File: src/rtl/bias_search_pkg.sv
package bias_search_pkg;
  typedef enum logic [1:0] {
    PH_IDLE    = 2'd0,
    PH_WALK    = 2'd1,
    PH_PUBLISH = 2'd2
  } walk_phase_t;
endpackage

File: src/rtl/bias_walk.sv
module bias_walk
  import bias_search_pkg::*;
#(
  parameter int NUM_OSC  = 3,
  parameter int NUM_BIAS = 4,
  localparam int BIAS_W  = $clog2(NUM_BIAS),
  localparam int IDX_W   = NUM_OSC * BIAS_W
) (
  input  logic             clk,
  input  logic             rst,
  input  logic             start_i,
  output logic [IDX_W-1:0] tuple_o,
  output logic             distinct_o,
  output logic             eval_o,
  output logic             init_o,
  output logic             publish_o,
  output logic             busy_o
);
  walk_phase_t      phase;
  logic [IDX_W-1:0] idx;
  logic             last;

  assign last      = &idx;
  assign init_o    = start_i && (phase == PH_IDLE);
  assign eval_o    = (phase == PH_WALK);
  assign publish_o = (phase == PH_PUBLISH);
  assign busy_o    = (phase != PH_IDLE);

  // oscillator 0 is the most significant digit of the walk counter
  generate
    for (genvar n = 0; n < NUM_OSC; n++) begin : g_digit
      assign tuple_o[n*BIAS_W +: BIAS_W] = idx[(NUM_OSC-1-n)*BIAS_W +: BIAS_W];
    end
  endgenerate

  always_comb begin
    distinct_o = 1'b1;
    for (int a = 0; a < NUM_OSC; a++) begin
      for (int b = a + 1; b < NUM_OSC; b++) begin
        if (tuple_o[a*BIAS_W +: BIAS_W] == tuple_o[b*BIAS_W +: BIAS_W]) begin
          distinct_o = 1'b0;
        end
      end
    end
  end

  always_ff @(posedge clk) begin
    if (rst) begin
      phase <= PH_IDLE;
      idx   <= '0;
    end else begin
      unique case (phase)
        PH_IDLE: begin
          if (start_i) begin
            phase <= PH_WALK;
            idx   <= '0;
          end
        end
        PH_WALK: begin
          idx <= idx + 1'b1;
          if (last) phase <= PH_PUBLISH;
        end
        PH_PUBLISH: phase <= PH_IDLE;
        default:    phase <= PH_IDLE;
      endcase
    end
  end

  // the walk counter advances by one each cycle, even when start arrives mid-walk
  p_walk_step_r1: assert property (@(posedge clk) disable iff (rst)
    (eval_o && !last) |=> (eval_o && idx == $past(idx) + 1'b1));

  // the last tuple is followed by exactly one publish cycle
  p_walk_end_r1: assert property (@(posedge clk) disable iff (rst)
    (eval_o && last) |=> (publish_o ##1 !busy_o));

  // start during the walk does not restart the counter
  p_start_ignored_r8: assert property (@(posedge clk) disable iff (rst)
    (busy_o && start_i && !publish_o && !last) |=> (idx != '0));
endmodule

File: src/rtl/cand_scorer.sv
module cand_scorer #(
  parameter int NUM_OSC  = 3,
  parameter int NUM_BIAS = 4,
  parameter int SCORE_W  = 64,
  localparam int BIAS_W  = $clog2(NUM_BIAS),
  localparam int IDX_W   = NUM_OSC * BIAS_W,
  localparam int SUM_W   = SCORE_W + $clog2(NUM_OSC),
  localparam int TBL_W   = NUM_OSC * NUM_BIAS * SCORE_W
) (
  input  logic [TBL_W-1:0]           tbl_i,
  input  logic [IDX_W-1:0]           tuple_i,
  output logic [NUM_OSC*SCORE_W-1:0] cells_o,
  output logic [SUM_W-1:0]           total_o
);
  generate
    for (genvar n = 0; n < NUM_OSC; n++) begin : g_pick
      logic [BIAS_W-1:0] sel;
      assign sel = tuple_i[n*BIAS_W +: BIAS_W];
      always_comb begin
        cells_o[n*SCORE_W +: SCORE_W] = '0;
        for (int b = 0; b < NUM_BIAS; b++) begin
          if (sel == b[BIAS_W-1:0]) begin
            cells_o[n*SCORE_W +: SCORE_W] = tbl_i[(n*NUM_BIAS + b)*SCORE_W +: SCORE_W];
          end
        end
      end
    end
  endgenerate

  always_comb begin
    total_o = '0;
    for (int n = 0; n < NUM_OSC; n++) begin
      total_o = total_o + {{(SUM_W-SCORE_W){1'b0}}, cells_o[n*SCORE_W +: SCORE_W]};
    end
  end
endmodule

File: src/rtl/best_keeper.sv
module best_keeper #(
  parameter int NUM_OSC  = 3,
  parameter int NUM_BIAS = 4,
  parameter int SCORE_W  = 64,
  localparam int BIAS_W  = $clog2(NUM_BIAS),
  localparam int IDX_W   = NUM_OSC * BIAS_W,
  localparam int SUM_W   = SCORE_W + $clog2(NUM_OSC)
) (
  input  logic                       clk,
  input  logic                       rst,
  input  logic                       init_i,
  input  logic                       eval_i,
  input  logic                       distinct_i,
  input  logic [IDX_W-1:0]           cand_word_i,
  input  logic [SUM_W-1:0]           cand_total_i,
  input  logic [NUM_OSC*SCORE_W-1:0] cand_cells_i,
  output logic [IDX_W-1:0]           best_word_o,
  output logic [SUM_W-1:0]           best_total_o,
  output logic [NUM_OSC*SCORE_W-1:0] best_cells_o
);
  logic [IDX_W-1:0] dflt_word;
  logic             better;

  // default assignment: oscillator n at bias n
  generate
    for (genvar n = 0; n < NUM_OSC; n++) begin : g_dflt
      assign dflt_word[n*BIAS_W +: BIAS_W] = BIAS_W'(n);
    end
  endgenerate

  assign better = eval_i && distinct_i && (cand_total_i > best_total_o);

  always_ff @(posedge clk) begin
    if (rst) begin
      best_word_o  <= '0;
      best_total_o <= '0;
      best_cells_o <= '0;
    end else if (init_i) begin
      best_word_o  <= dflt_word;
      best_total_o <= '0;
      best_cells_o <= '0;
    end else if (better) begin
      best_word_o  <= cand_word_i;
      best_total_o <= cand_total_i;
      best_cells_o <= cand_cells_i;
    end
  end

  // the best total never decreases during a walk
  p_best_monotonic_r6: assert property (@(posedge clk) disable iff (rst)
    (eval_i && !init_i) |=> (best_total_o >= $past(best_total_o)));

  // an equal total never displaces the kept result
  p_tie_keeps_r6: assert property (@(posedge clk) disable iff (rst)
    (eval_i && cand_total_i == best_total_o) |=> $stable(best_word_o));

  // a tuple with a repeated bias never enters the kept result
  p_skip_repeat_r2: assert property (@(posedge clk) disable iff (rst)
    (eval_i && !distinct_i) |=> $stable(best_word_o));
endmodule

File: src/rtl/bias_search.sv
module bias_search #(
  parameter int NUM_OSC  = 3,
  parameter int NUM_BIAS = 4,
  parameter int SCORE_W  = 64,
  parameter longint unsigned PASS_MIN = 64'd150000000,
  localparam int BIAS_W  = $clog2(NUM_BIAS),
  localparam int IDX_W   = NUM_OSC * BIAS_W,
  localparam int SUM_W   = SCORE_W + $clog2(NUM_OSC),
  localparam int TBL_W   = NUM_OSC * NUM_BIAS * SCORE_W,
  localparam int CELL_W  = NUM_OSC * SCORE_W
) (
  input  logic              clk,
  input  logic              rst,
  input  logic              start,
  input  logic [TBL_W-1:0]  score_tbl,
  output logic              busy,
  output logic              done,
  output logic [IDX_W-1:0]  bias_word,
  output logic [SUM_W-1:0]  total,
  output logic [CELL_W-1:0] cell_scores,
  output logic              entropy_ok
);
  localparam logic [SUM_W-1:0] PASS_MIN_W = SUM_W'(PASS_MIN);

  logic [IDX_W-1:0]  tuple;
  logic              distinct, eval, init, publish;
  logic [CELL_W-1:0] cand_cells, best_cells;
  logic [SUM_W-1:0]  cand_total, best_total;
  logic [IDX_W-1:0]  best_word;
  logic              pass;

  bias_walk #(.NUM_OSC(NUM_OSC), .NUM_BIAS(NUM_BIAS)) u_walk (
    .clk(clk), .rst(rst), .start_i(start),
    .tuple_o(tuple), .distinct_o(distinct), .eval_o(eval),
    .init_o(init), .publish_o(publish), .busy_o(busy)
  );

  cand_scorer #(.NUM_OSC(NUM_OSC), .NUM_BIAS(NUM_BIAS), .SCORE_W(SCORE_W)) u_score (
    .tbl_i(score_tbl), .tuple_i(tuple), .cells_o(cand_cells), .total_o(cand_total)
  );

  best_keeper #(.NUM_OSC(NUM_OSC), .NUM_BIAS(NUM_BIAS), .SCORE_W(SCORE_W)) u_keep (
    .clk(clk), .rst(rst), .init_i(init), .eval_i(eval), .distinct_i(distinct),
    .cand_word_i(tuple), .cand_total_i(cand_total), .cand_cells_i(cand_cells),
    .best_word_o(best_word), .best_total_o(best_total), .best_cells_o(best_cells)
  );

  assign pass = (best_total >= PASS_MIN_W);

  always_ff @(posedge clk) begin
    if (rst) begin
      done        <= 1'b0;
      bias_word   <= '0;
      total       <= '0;
      cell_scores <= '0;
      entropy_ok  <= 1'b0;
    end else begin
      done <= publish;
      if (publish) begin
        bias_word   <= best_word;
        total       <= best_total;
        entropy_ok  <= pass;
        cell_scores <= pass ? best_cells : '0;
      end
    end
  end

  function automatic logic fields_distinct(input logic [IDX_W-1:0] w);
    fields_distinct = 1'b1;
    for (int a = 0; a < NUM_OSC; a++)
      for (int b = a + 1; b < NUM_OSC; b++)
        if (w[a*BIAS_W +: BIAS_W] == w[b*BIAS_W +: BIAS_W]) fields_distinct = 1'b0;
  endfunction

  function automatic logic [SUM_W-1:0] cell_sum(input logic [CELL_W-1:0] c);
    cell_sum = '0;
    for (int n = 0; n < NUM_OSC; n++)
      cell_sum = cell_sum + {{(SUM_W-SCORE_W){1'b0}}, c[n*SCORE_W +: SCORE_W]};
  endfunction

  // done is a single-cycle pulse
  p_done_pulse_r1: assert property (@(posedge clk) disable iff (rst)
    done |=> !done);

  // busy falls exactly when done rises
  p_busy_done_r1: assert property (@(posedge clk) disable iff (rst)
    $fell(busy) |-> done);

  // the published word never repeats a bias
  p_distinct_word_r2: assert property (@(posedge clk) disable iff (rst)
    done |-> fields_distinct(bias_word));

  // on a pass the reported total equals the wide sum of the reported cells
  p_sum_cells_r3: assert property (@(posedge clk) disable iff (rst)
    (done && entropy_ok) |-> (total == cell_sum(cell_scores)));

  // the pass flag agrees with the threshold, and failures clear the cells
  p_pass_flag_r7: assert property (@(posedge clk) disable iff (rst)
    done |-> (entropy_ok == (total >= PASS_MIN_W)));
  p_fail_clear_r7: assert property (@(posedge clk) disable iff (rst)
    (done && !entropy_ok) |-> (cell_scores == '0));

  // results hold except in the cycle done rises
  p_hold_results_r8: assert property (@(posedge clk) disable iff (rst)
    !done |-> ($stable(bias_word) && $stable(total) && $stable(entropy_ok)));
endmodule

File: config.mk
export PLATFORM = sky130hd
export DESIGN_NAME = bias_search
export DESIGN_NICKNAME = d
export VERILOG_FILES = /design/src/rtl/bias_search_pkg.sv /design/src/rtl/bias_walk.sv /design/src/rtl/cand_scorer.sv /design/src/rtl/best_keeper.sv /design/src/rtl/bias_search.sv
export SDC_FILE = /design/constraint.sdc
export NUM_CORES = 2
export LEC_CHECK = 0
export ABC_AREA = 0
export BUFFER_PORTS_ARGS = -buffer_cell sky130_fd_sc_hd__buf_2
export CORE_AREA = 2 2 409 411
export DETAILED_ROUTE_END_ITERATION = 7
export DIE_AREA = 0 0 411 413
export GPL_TIMING_DRIVEN = 1
export HOLD_SLACK_MARGIN = 0.02
export PLACE_DENSITY = 0.47
export SETUP_SLACK_MARGIN = 0.3
export SLEW_MARGIN = 20
export SYNTH_ARGS = -nofsm -noshare
export SYNTH_HDL_FRONTEND = slang
export SYNTH_HIERARCHICAL = 1
export SYNTH_SLANG_ARGS = --single-unit
export TNS_END_PERCENT = 100
File: constraint.sdc
create_clock -name clk -period 16 [get_ports clk]
set_input_delay 1.6 -clock clk [delete_from_list [all_inputs] [get_ports clk]]
set_output_delay 1.6 -clock clk [all_outputs]
set_load 0.01 [all_outputs]
==> run summary <==
measured slew at the worst slew-check pin: 1.38 ns
layout net count: 5,162
Mapped Area: 31,800 um2
routed vias: 28.4k
CP Max Fanout: 44
crit end category: flop
Die W: 411 um
Max-Cap Viols: 0
post-synthesis cell count: 3,275
global-route wire length before repair: 217,000 um
CTS buffer count: 71
most frequent CP cell: buf_4
Seq/Total Area, Yosys: 0.339
GRT Resource Usage Total: 0.181
unrepaired setup endpoints after global routing: false
fin util: 0.250
r2r setup slk: 5.77 ns
Hold/Removal Path Class: reg2reg
initial antenna violation count: 53
Die ar.: 170,000 um2
Final setup viols: 0
layout cells sized above 1: 0.330
Clock Latency Late Sink: 0.67 ns
H-tree lvl count: 3
Worst setup SP type: flop
routed length per instance: 24.6 um
Post-synth top flop: dfxtp_1
total gr overflow: 0
DR DRC count: 0
TritonCTS clock tree: built
endpoints failing hold: 0
largest net degree at the start of global routing: 175
GR Util met1: 0.232
final worst path period share: 0.639
vias in the first global route: 27.9k
GR Util met3: 0.0495
Synth cell types: 86
leading area contributor after synthesis: dfxtp_1
FILL cells: 18.0k
syn nets: 4,241
Setup Buffers After CTS: 0
Max stage delay cell, worst path: dfxtp_4
synth top area cells: dfxtp_1 (34%), mux4_2 (14%), mux2i_1 (11%)
TritonCTS Sinks: 538
Root Buffer: clkbuf_16
Post-DRT Antenna Nets: 0
status: finished clean
post-cts repair resize count: 0
final WL: 159,000 um
Post-synth EDFFs: 0
CP max stage delay: 0.95 ns
DR pass1 iterations: 7
Synth top area share: 0.339
CORE AREA: 166,000 um2
Worst-path clk slew: 0.06 ns
Synth Warn #: 6
Max clock buf depth: 3
initial core utilization: 0.192
slew margin rel.: 0.0784
starting DRC count in detailed routing: 1,975
GP Congestion: 0.884
GR Util met2: 0.295
Layout Skew: 0.0328 ns
Critical Path RT: 16.57 ns
Top Usage Layer GRT: met2
CP arrival: 10.80 ns
crit-path cells: buf_4 -> mux4_2 -> fa_1 -> ha_1 -> fa_1 -> a21o_1 -> a221o_1 -> a22o_1 -> a41o_2 -> a41oi_4 -> nor2_2 -> or2_4 -> xnor2_1 -> ha_1 -> nand4_1 -> nor4_1 -> nand4_1 -> a31oi_1 -> nor4_4 -> nor2_8 -> buf_4 -> buf_4 -> mux2i_1
Mapped Avg Cell Area: 9.70 um2
hold_buf cts: 0
pwr dens: 107 nW/um2
class of the most critical setup path: reg2reg
row count: 150
max-slew violations: 0
Yosys reg bits: 538
Fin Setup TNS: 0 ns
dpl hpwl: 130,000 um
synth-to-layout area growth: 30.3%
P_leak: 0.0174 uW
post-layout min period: 10.23 ns
Max VDD drop: 0.0000690 V
port buffer count: 1,037
IO Count: 1,038
Synth async-reset ratio: 0
Via density: 4.38
Die Y: 413 um
Max Freq: 97.7 MHz
[cell usage after synthesis, types with 4 or more instances]
cell,instances
nor2_1,140
nand3_1,29
xor2_1,25
fa_1,65
buf_8,10
ha_1,130
mux2i_1,335
buf_1,25
buf_4,8
buf_2,5
mux4_2,192
and2_1,4
nand4_1,37
buf_6,30
nand2b_1,5
clkbuf_1,138
o211ai_1,5
a22o_1,193
o21bai_1,15
inv_1,356
a31oi_1,11
o31ai_1,7
nor3_1,16
dfxtp_1,538
a221oi_1,4
o21ai_0,38
o21a_1,6
a311oi_1,4
a211oi_1,10
a21oi_1,116
xnor2_1,36
and3_1,4
a21boi_1,4
or3_1,6
a21o_1,31
nand2_1,604
o21ai_1,14
nor4_1,16
[registers in the layout (all words and copies together), names as in the netlist]
name                 count
u_keep/best_word_o       6
u_walk/idx               6
done                     1
u_walk/phase             2
bias_word                6
u_keep/best_total_o     66
cell_scores            192
total                   66
entropy_ok               1
u_keep/best_cells_o    192
[cells in the final DEF, fill, tap and decap left out, drive strengths merged, types with 11 or more instances in the layout]
cell type,n
dfxtp,538
nand4,37
diode,29
inv,360
fa,65
mux2i,335
a21oi,119
a31oi,13
nor2,142
nand2,605
xnor2,36
clkinv,13
a21o,31
o21bai,15
nor4,18
buf,1064
o21ai,54
mux4,192
nand3,30
nor3,16
ha,130
a22o,193
a211oi,11
clkbuf,105
xor2,25
[kinds of logic (layout without fill, tap and decap cells)]
kind of cell / count (synthesis) / in the layout / share of synthesized area
flip-flops: 538 / 538 / 0.339
other: 0 / 29 / 0
AND/OR/NAND/NOR: 880 / 880 / 0.115
buffers and inverters: 575 / 1549 / 0.0799
multiplexers: 527 / 527 / 0.242
AO/OA/AOI/OAI: 499 / 499 / 0.116
XOR/XNOR: 61 / 61 / 0.0168
adder cells (fa/ha/maj): 195 / 195 / 0.0921
[per-stage QoR]
step	cells	setup WS, ns	total power [uW]	cell area (um2)	hold slack (ns)
2_1_floorplan	3275	8.94	2210	31800	0.434
3_3_place_gp	6326	5.84	2750	38800	0.441
3_5_place_dp	6326	5.75	2760	38800	0.446
4_1_cts	6452	5.70	4530	41300	0.444
5_1_grt	6467	5.10	4710	41400	0.470
6_report	6482	5.77	4450	41400	0.448
[final timing paths]
| path | from | end | cells after the start |
|---|---|---|---|
| worst max-delay path | u_walk/idx[0] | u_keep/best_cells_o[151] | 23 |
| worst min-delay path | u_keep/best_cells_o[45] | cell_scores[45] | 1 |
| worst max register to register | u_walk/idx[0] | u_keep/best_cells_o[151] | 23 |
| worst min register to register | u_keep/best_cells_o[45] | cell_scores[45] | 1 |
[routing by layer]
metal / vias up / routed length [um]
li1: 13320 / -
met4: 10 / 4030
met1: 13827 / 68900
met2: 1072 / 73700
met3: 183 / 12700
met5: - / 69
[power breakdown]
part	switching (uW)	leakage, uW	internal, uW
clock network	687	0.00122	1040
registers	7.63	0.00434	1340
logic	866	0.0119	503
total	1560	0.0174	2890
[critical path, delay by kind of cell, from the launching register on]
family	cells	cell delay, ns
compound gates	6	1.97
mux	2	0.89
flops	1	0.95
fa+ha+maj	4	1.37
xor+xnor	1	0.57
simple gates	7	2.05
buf+inv	3	2.15
[final cells by class]
type | count | area [um2] | share of cell area
Sequential cell | 538 | 10800 | 0.261
Multi-Input combinational cell | 2162 | 18500 | 0.447
Antenna cell | 29 | 72.6 | 0.00175
Clock inverter | 21 | 354 | 0.00855
Clock buffer | 105 | 2140 | 0.0516
Timing Repair Buffer | 1064 | 5450 | 0.132
Tap cell | 2204 | 2760 | 0.0666
Inverter | 359 | 1350 | 0.0327
Note: power is estimated with default switching activity, not from simulation.
